File: config.mk
export PLATFORM = sky130hd
export DESIGN_NAME = pipe_tree_adder
export DESIGN_NICKNAME = d
export VERILOG_FILES = /design/src/rtl/adder_tree_pkg.sv /design/src/rtl/bit_gp_cell.sv /design/src/rtl/gp_merge_cell.sv /design/src/rtl/carry_split_cell.sv /design/src/rtl/pipe_tree_adder.sv
export SDC_FILE = /design/constraint.sdc
export NUM_CORES = 1
export LEC_CHECK = 0
export BUFFER_PORTS_ARGS = -buffer_cell sky130_fd_sc_hd__buf_4
export CAP_MARGIN = 20
export CORE_MARGIN = 8
export CORE_UTILIZATION = 35
export DETAILED_ROUTE_END_ITERATION = 6
export PLACE_DENSITY_LB_ADDON = 0.1
export SKIP_LAST_GASP = 1
export SYNTH_ARGS = -nofsm -noshare
export SYNTH_HDL_FRONTEND = slang
export SYNTH_HIERARCHICAL = 1
export SYNTH_SLANG_ARGS = --single-unit
File: constraint.sdc
create_clock -name clk -period 0.8 [get_ports clk]
set_input_delay 0 -clock clk [delete_from_list [all_inputs] [get_ports clk]]
set_output_delay 0 -clock clk [all_outputs]
set_load 0.005 [all_outputs]
File: src/rtl/adder_tree_pkg.sv
package adder_tree_pkg;

    // Nodes are stored level by level in one flat vector: the bits first,
    // then each coarser level, with the root last.
    function automatic int lvl_off(input int w, input int lvl);
        return 2 * w - ((2 * w) >> lvl);
    endfunction

    function automatic int lvl_cnt(input int w, input int lvl);
        return w >> lvl;
    endfunction

endpackage

File: src/rtl/bit_gp_cell.sv
module bit_gp_cell (
    input  logic x,
    input  logic y,
    output logic g,
    output logic p
);
    assign g = x & y;
    assign p = x ^ y;
endmodule

File: src/rtl/gp_merge_cell.sv
module gp_merge_cell (
    input  logic g_hi,
    input  logic p_hi,
    input  logic g_lo,
    input  logic p_lo,
    output logic g_grp,
    output logic p_grp
);
    assign g_grp = g_hi | (p_hi & g_lo);
    assign p_grp = p_hi & p_lo;
endmodule

File: src/rtl/carry_split_cell.sv
module carry_split_cell (
    input  logic c_node,
    input  logic g_lo,
    input  logic p_lo,
    output logic c_lo,
    output logic c_hi
);
    assign c_lo = c_node;
    assign c_hi = g_lo | (p_lo & c_node);
endmodule

File: src/rtl/pipe_tree_adder.sv
module pipe_tree_adder
    import adder_tree_pkg::*;
#(
    parameter int LOG_W = 5,
    localparam int W = 1 << LOG_W
) (
    input  logic         clk,
    input  logic         rst_n,
    input  logic         in_valid,
    input  logic [W-1:0] a,
    input  logic [W-1:0] b,
    input  logic         cin,
    output logic         out_valid,
    output logic [W-1:0] sum,
    output logic         cout
);
    localparam int NODES  = 2 * W - 1;
    localparam int ROOT   = NODES - 1;
    localparam int STAGES = 2 * LOG_W + 2;
    localparam int LAST   = STAGES - 1;

    wire  [NODES-1:0] g_d [1:LAST];
    wire  [NODES-1:0] p_d [1:LAST];
    wire  [NODES-1:0] c_d [1:LAST];
    logic [NODES-1:0] g_q [1:LAST];
    logic [NODES-1:0] p_q [1:LAST];
    logic [NODES-1:0] c_q [1:LAST];
    logic [STAGES:1]  v_q;
    logic [LAST:1]    cin_q;
    logic [W-1:0]     sum_q;
    logic             cout_q;

    // Stage 1: per-bit generate and propagate
    for (genvar i = 0; i < W; i++) begin : g_leaf
        bit_gp_cell u_leaf (
            .x(a[i]), .y(b[i]), .g(g_d[1][i]), .p(p_d[1][i])
        );
    end
    assign g_d[1][NODES-1:W] = '0;
    assign p_d[1][NODES-1:W] = '0;
    assign c_d[1]            = '0;

    // Stages 2 .. LOG_W+1: upward merge, one tree level per stage
    for (genvar s = 2; s <= LOG_W + 1; s++) begin : g_up
        localparam int L = s - 1;
        for (genvar l2 = 0; l2 <= LOG_W; l2++) begin : g_lvl
            if (l2 == L) begin : g_merge
                for (genvar j = 0; j < lvl_cnt(W, L); j++) begin : g_node
                    gp_merge_cell u_merge (
                        .g_hi (g_q[s-1][lvl_off(W, L-1) + 2*j + 1]),
                        .p_hi (p_q[s-1][lvl_off(W, L-1) + 2*j + 1]),
                        .g_lo (g_q[s-1][lvl_off(W, L-1) + 2*j]),
                        .p_lo (p_q[s-1][lvl_off(W, L-1) + 2*j]),
                        .g_grp(g_d[s][lvl_off(W, L) + j]),
                        .p_grp(p_d[s][lvl_off(W, L) + j])
                    );
                end
            end else begin : g_keep
                assign g_d[s][lvl_off(W, l2) +: lvl_cnt(W, l2)] =
                    g_q[s-1][lvl_off(W, l2) +: lvl_cnt(W, l2)];
                assign p_d[s][lvl_off(W, l2) +: lvl_cnt(W, l2)] =
                    p_q[s-1][lvl_off(W, l2) +: lvl_cnt(W, l2)];
            end
        end
        if (s == LOG_W + 1) begin : g_seed
            assign c_d[s][ROOT]        = cin_q[s-1];
            assign c_d[s][ROOT-1:0]    = c_q[s-1][ROOT-1:0];
        end else begin : g_pass
            assign c_d[s] = c_q[s-1];
        end
    end

    // Stages LOG_W+2 .. LAST: downward carry split, one level per stage
    for (genvar s = LOG_W + 2; s <= LAST; s++) begin : g_dn
        localparam int L = 2 * LOG_W + 1 - s;
        assign g_d[s] = g_q[s-1];
        assign p_d[s] = p_q[s-1];
        for (genvar l2 = 0; l2 <= LOG_W; l2++) begin : g_lvl
            if (l2 == L) begin : g_split
                for (genvar j = 0; j < lvl_cnt(W, L + 1); j++) begin : g_node
                    carry_split_cell u_split (
                        .c_node(c_q[s-1][lvl_off(W, L+1) + j]),
                        .g_lo  (g_q[s-1][lvl_off(W, L) + 2*j]),
                        .p_lo  (p_q[s-1][lvl_off(W, L) + 2*j]),
                        .c_lo  (c_d[s][lvl_off(W, L) + 2*j]),
                        .c_hi  (c_d[s][lvl_off(W, L) + 2*j + 1])
                    );
                end
            end else begin : g_keep
                assign c_d[s][lvl_off(W, l2) +: lvl_cnt(W, l2)] =
                    c_q[s-1][lvl_off(W, l2) +: lvl_cnt(W, l2)];
            end
        end
    end

    // Data registers (no reset: the valid flag qualifies them)
    for (genvar s = 1; s <= LAST; s++) begin : g_reg
        always_ff @(posedge clk) begin
            g_q[s] <= g_d[s];
            p_q[s] <= p_d[s];
            c_q[s] <= c_d[s];
        end
    end

    always_ff @(posedge clk) begin
        cin_q <= {cin_q[LAST-1:1], cin};
    end

    always_ff @(posedge clk or negedge rst_n) begin
        if (!rst_n) v_q <= '0;
        else        v_q <= {v_q[STAGES-1:1], in_valid};
    end

    // Final stage: sum bits and carry-out
    always_ff @(posedge clk) begin
        sum_q  <= p_q[LAST][W-1:0] ^ c_q[LAST][W-1:0];
        cout_q <= g_q[LAST][ROOT] | (p_q[LAST][ROOT] & cin_q[LAST]);
    end

    assign out_valid = v_q[STAGES];
    assign sum       = sum_q;
    assign cout      = cout_q;


    carry_base_chk: assert property (@(posedge clk) disable iff (!rst_n)
        v_q[LAST] |-> (c_q[LAST][0] == cin_q[LAST]));

    for (genvar i = 0; i < W - 1; i++) begin : g_chk

        ripple_chk: assert property (@(posedge clk) disable iff (!rst_n)
            v_q[LAST] |-> (c_q[LAST][i+1] ==
                (g_q[LAST][i] | (p_q[LAST][i] & c_q[LAST][i]))));
    end


    cout_ripple_chk: assert property (@(posedge clk) disable iff (!rst_n)
        out_valid |-> (cout == $past(g_q[LAST][W-1] |
                                     (p_q[LAST][W-1] & c_q[LAST][W-1]))));


    root_excl_chk: assert property (@(posedge clk) disable iff (!rst_n)
        (v_q[LOG_W+1] && p_q[LOG_W+1][ROOT]) |-> !g_q[LOG_W+1][ROOT]);

endmodule

# After elaboration in Yosys (flattened, before gate mapping)
# Memories as Yosys holds them, arrays and structs flattened.
# Index checks and enable logic that the tools add are counted.
totals:
  mem_count: 3
  inputBits: 68
  out_inout_bits: 34
  regBits: 56
  word_cells: 229
  ramBits: 2079
memory_table:
  columns: ["name", "depth", "word_bits", "read_ports", "rd_clocked_by_memory_dff", "write_ports", "line_no", "rtl"]
  rows:
  - ["c_q", 11, 63, 11, 0, 11, "pipe_tree_adder.sv:27", "logic [NODES-1:0] c_q [1:LAST];"]
  - ["g_q", 11, 63, 11, 0, 11, "pipe_tree_adder.sv:25", "logic [NODES-1:0] g_q [1:LAST];"]
  - ["p_q", 11, 63, 11, 0, 11, "pipe_tree_adder.sv:26", "logic [NODES-1:0] p_q [1:LAST];"]
classes:
  n_bitwise: 222
op_table:
  columns: ["cell", "n"]
  rows:
  - ["AND 1 bit", 126]
  - ["OR 1 bit", 63]
  - ["XOR 1 bit", 32]
  - ["XOR 32 bit", 1]

# Logic depth before layout (Yosys ltp)
# An unclocked memory read counts as a cell.
logic_depth:
  word_depth: 3
  depth_mapped: 1
  depth_no_buf: 1

# Modules after synthesis
# Netlist, hierarchy kept.
by_module_without_submodules:
  columns: ["mod", "area_per_inst_um2", "n_inst", "cells_each", "seq_area_each_um2"]
  rows:
  - ["pipe_tree_adder", 18044.8, 1, 917, 17757.0]
  - ["carry_split_cell", 15.0, 31, 2, 0.0]
  - ["gp_merge_cell", 15.0, 31, 2, 0.0]
  - ["bit_gp_cell", 12.5, 32, 1, 0.0]

# Least setup slack after synthesis
# OpenSTA, ideal clock, no wires.
synth_path:
  kind: "register -> register"
  start: "reg p_q[0][63] (netlist name)"
  end: "reg p_q[0][158] (netlist name)"
  path_stages_with_launch: 2
  required_ps: 684
  synth_period_minus_slack_ps: 562
  path_buffers: 0
  path_slack_ps: 238
  setup_time_ps: 116
  arrival_ps: 446
  cell_sequence: "dfxtp_1 and2_2"

# Final worst setup path
layout_path:
  start: "reg v_q[12] (netlist name)"
  end: "out out_valid"
layout_rtl:
  columns: ["item", "line_no", "rtl"]
  rows:
  - ["start, declared", "pipe_tree_adder.sv:28", "logic [STAGES:1] v_q;"]
  - ["start signal, assigned", "pipe_tree_adder.sv:111", "else v_q <= {v_q[STAGES-1:1], in_valid};"]
  - ["end, declared", "pipe_tree_adder.sv:13", "output logic out_valid,"]
# No word-level cell between the ends.

==> summary.json <==
{
  "tritoncts": {"value": "done"},
  "mapped_area": {"value": 0.01938, "unit": "sq mm"},
  "num-nets-final": {"value": 1400},
  "antenna_cells": {"value": 0},
  "violated_checks": {"value": "negative setup slack"},
  "final.setup_skew": {"value": 0.01486, "unit": "ns"},
  "critPathCaptureType": {"value": "output pin"},
  "power.static_leakage": {"value": 10.67, "unit": "nW"},
  "report.final.hold_viol_count": {"value": 0},
  "grt_first_pass_wirelength": {"value": 35120, "unit": "um"},
  "antenna_left": {"value": 0},
  "hpwlAfterDp": {"value": 11590, "unit": "um"},
  "globalRoute.totalOverflow": {"value": 0},
  "layout_commonest_cell": {"value": "sky130_fd_sc_hd__dfxtp_1"},
  "grtUsageTotal": {"value": 0.06950},
  "synth-seq-cells": {"value": 884},
  "yosys.area.top_type_share": {"value": 0.9009},
  "crit_path_cell_trace": {"value": "buf_6"},
  "core_region_area": {"value": 0.05488, "unit": "sq mm"},
  "timing_worst_setup_path_type": {"value": "reg2out"},
  "detailroute.via_count": {"value": 7327},
  "cts-htree-levels": {"value": 3},
  "worst_r2r_endpoint": {"value": "sum[8]$_DFF_P_"},
  "max_cap_viol_count": {"value": 0},
  "gpl.final_weighted_congestion": {"value": 0.6579},
  "maxClockFrequency": {"value": 934.6, "unit": "MHz"},
  "worst-slew-pin-transition": {"value": 0.2020, "unit": "ns"},
  "min-delay-path-class": {"value": "in2reg"},
  "timing.final.crit_share": {"value": 1.338},
  "power.density_cell_area": {"value": 3713, "unit": "mW/mm^2"},
  "share_seq_of_total_power": {"value": 0.546},
  "top_level_ports": {"value": 102},
  "synthesis.instances": {"value": 1073},
  "synth_area_per_cell": {"value": 18.06, "unit": "sq um"},
  "synth.yosys.seq_area_share": {"value": 0.9164},
  "flow.area_growth_from_synthesis": {"value": 26.24, "unit": "%"},
  "horizontal_die_dimension": {"value": 251.3, "unit": "um"},
  "pin_count_of_the_biggest_net_entering_global_routing": {"value": 15},
  "timing.hold.worst_path_depth": {"value": 2},
  "power_switching_share": {"value": 0.1857},
  "area_of_the_multi_input_gates": {"value": 0.001386, "unit": "sq mm"},
  "yosys.cell_types.count": {"value": 7},
  "worstPathRequired": {"value": 0.80, "unit": "ns"},
  "post-place-ws": {"value": 0.1256, "unit": "ns"},
  "first_global_vias": {"value": 7505},
  "route.detailed.wl_per_inst": {"value": 10.19, "unit": "um"},
  "cts_buffer_depth": {"value": 3},
  "placement_rows": {"value": 86},
  "ff2ff_path_depth": {"value": 2},
  "report.final.slew_viol_count": {"value": 0},
  "finalWorstPathRequiredPeriod": {"value": 1.070, "unit": "ns"},
  "power_switching": {"value": 16.86, "unit": "mW"},
  "worstSkewPairLatency": {"value": 0.59, "unit": "ns"},
  "share_clk_of_total_power": {"value": 0.430},
  "numPortBuffers": {"value": 101},
  "worstPathBufferInverterCount": {"value": 1},
  "combinational_share_of_power": {"value": 0.023},
  "max-vdd-ir-drop": {"value": 0.001539, "unit": "V"},
  "reg2reg_slack": {"value": 0.12, "unit": "ns"},
  "cell_type_group_with_the_largest_total_delay_on_the_critical_path": {"value": "flip-flops"},
  "detailedRoute.firstIterationViolations": {"value": 246},
  "cp_data_arrival_time": {"value": 1.07, "unit": "ns"},
  "r2r-start": {"value": "c_q[11][8]$_DFF_P_"},
  "fillerInstances": {"value": 4771},
  "grt_setup_unrepaired": {"value": "yes"},
  "hold_path.startpoint": {"value": "in_valid"},
  "synthDominantAreaCellType": {"value": "sky130_fd_sc_hd__dfxtp_1"},
  "routed_via_density": {"value": 3.540},
  "crit_slowest_cell": {"value": "sky130_fd_sc_hd__dfrtp_1"},
  "startpoint_class": {"value": "flop"},
  "clk_pin_slew_worst_paths": {"value": 0.06, "unit": "ns"},
  "numClockSinks": {"value": 884},
  "grt_antenna_before_repair": {"value": 0},
  "worstPathMaxFanout": {"value": 1},
  "min_delay_worst_endpoint": {"value": "v_q[1]$_DFF_PN0_"},
  "setup_viol": {"value": 34},
  "outcome": {"value": "finished with violations"},
  "layout.core_utilization": {"value": 0.4457},
  "ys.warnings.count": {"value": 6},
  "synth_fp_nets": {"value": 1173},
  "drive_above_1_share": {"value": 0.2094},
  "synth.area.top_cells": {"value": "sky130_fd_sc_hd__dfxtp_1, sky130_fd_sc_hd__a21o_1, sky130_fd_sc_hd__ha_1"},
  "relSlewSlack": {"value": 0.8651},
  "cts_buffers": {"value": 85},
  "drt_wl_total": {"value": 21090, "unit": "um"},
  "cellInternalPower": {"value": 73.96, "unit": "mW"},
  "initial_cell_density_of_the_core": {"value": 0.3531},
  "regArea": {"value": 0.01780, "unit": "sq mm"},
  "drc": {"value": 0},
  "chipHeight": {"value": 251.3, "unit": "um"},
  "die-area": {"value": 0.06314, "unit": "sq mm"},
  "fin_ws": {"value": -0.2700, "unit": "ns"},
  "critPathMaxStageDelay": {"value": 0.37, "unit": "ns"},
  "dr.pass1.iters": {"value": 4},
  "clk_root_buf": {"value": "sky130_fd_sc_hd__clkbuf_16"},
  "final_cell_mix": {"value": "sky130_fd_sc_hd__dfxtp_1, sky130_fd_sc_hd__clkbuf_16, sky130_fd_sc_hd__buf_4"}
}
area by class of cell:
cell class / instances / share of cell area
repair buffers: 171 / 0.06368
clock buffers: 133 / 0.1056
clock inverters: 20 / 0.01043
multi-input cells: 158 / 0.05668
well taps: 704 / 0.03601
flip-flops and latches: 884 / 0.7276
synthesized netlist by cell type:
master	instances
sky130_fd_sc_hd__xor2_1	32
sky130_fd_sc_hd__and2_2	31
sky130_fd_sc_hd__dfrtp_1	12
sky130_fd_sc_hd__dfxtp_1	872
sky130_fd_sc_hd__a21o_1	63
sky130_fd_sc_hd__ha_1	32
sky130_fd_sc_hd__buf_4	31
timing repair:
action	in CTS	in global routing
resized for setup	37	19
endpoints found under the hold margin	78	12
setup buffers	0	0
hold buffers	69	1
endpoints found under the setup margin	34	46
power by group through the flow:
stage	clock, mW	sequential, mW	combinational [mW]
after CTS	40.8	49.7	2.12
after floorplan	0	50.1	0.818
after global routing	42.8	50.1	2.33
final	39.1	49.6	2.11
after global placement	0	50.5	1.72
after detailed placement	0	50.6	1.72
worst register-to-register path, stage by stage (launching register included):
cell and delay (ns):
sky130_fd_sc_hd__dfxtp_1 0.30, sky130_fd_sc_hd__xor2_1 0.15, sky130_fd_sc_hd__buf_4 0.12
through the flow:
step	instances	area [sq um]	setup TNS, ns	hold slack (ns)	total power [mW]
after CTS	2070	24410	-9.390	0.01040	92.58
after floorplan	1073	19380	0	-0.2956	50.95
final	2070	24460	-7.116	0.07234	90.82
after global placement	1848	20790	0	-0.1647	52.19
after global routing	2070	24460	-9.222	0.05231	95.17
after detailed placement	1848	20790	0	-0.1584	52.27
sequential cells by signal, summed over array words and instances, names as in the netlist:
signal	count
cout	1
sum	32
v_q	12
cin_q	8
g_q	295
p_q	471
c_q	65
per-layer routing:
layer  vias to the layer above  GRT usage  share of wire
li1                       3836          -              -
met1                      3260    0.07598           0.43
met2                       149     0.1077           0.46
met3                        82    0.02788          0.065
met4                         0    0.05354          0.051
met5                         -          0              0
how the worst max path moves through the flow:
| stage | start | end | slack, ns | depth (start not counted) |
|---|---|---|---|---|
| after floorplan | p_q[0][63]$_DFF_P_ | p_q[0][158]$_DFF_P_ | 0.24 | 1 |
| after global placement | c_q[11][8]$_DFF_P_ | sum[8]$_DFF_P_ | 0.11 | 2 |
| after detailed placement | c_q[8][59]$_DFF_P_ | c_q[9][55]$_DFF_P_ | 0.13 | 1 |
| after CTS | v_q[12]$_DFF_PN0_ | out_valid | -0.33 | 1 |
| after global routing | v_q[12]$_DFF_PN0_ | out_valid | -0.34 | 1 |
| final | v_q[12]$_DFF_PN0_ | out_valid | -0.27 | 1 |
cell families after synthesis:
logic type / count (synthesis) / synth area share
flip-flops: 884 / 0.9164
AO/OA/AOI/OAI: 63 / 0.02441
XOR/XNOR: 32 / 0.01446
adder cells (fa/ha/maj): 32 / 0.02066
buffers and inverters: 31 / 0.01201
AND/OR/NAND/NOR: 31 / 0.01201
Note: power is estimated with default switching activity, not from simulation.
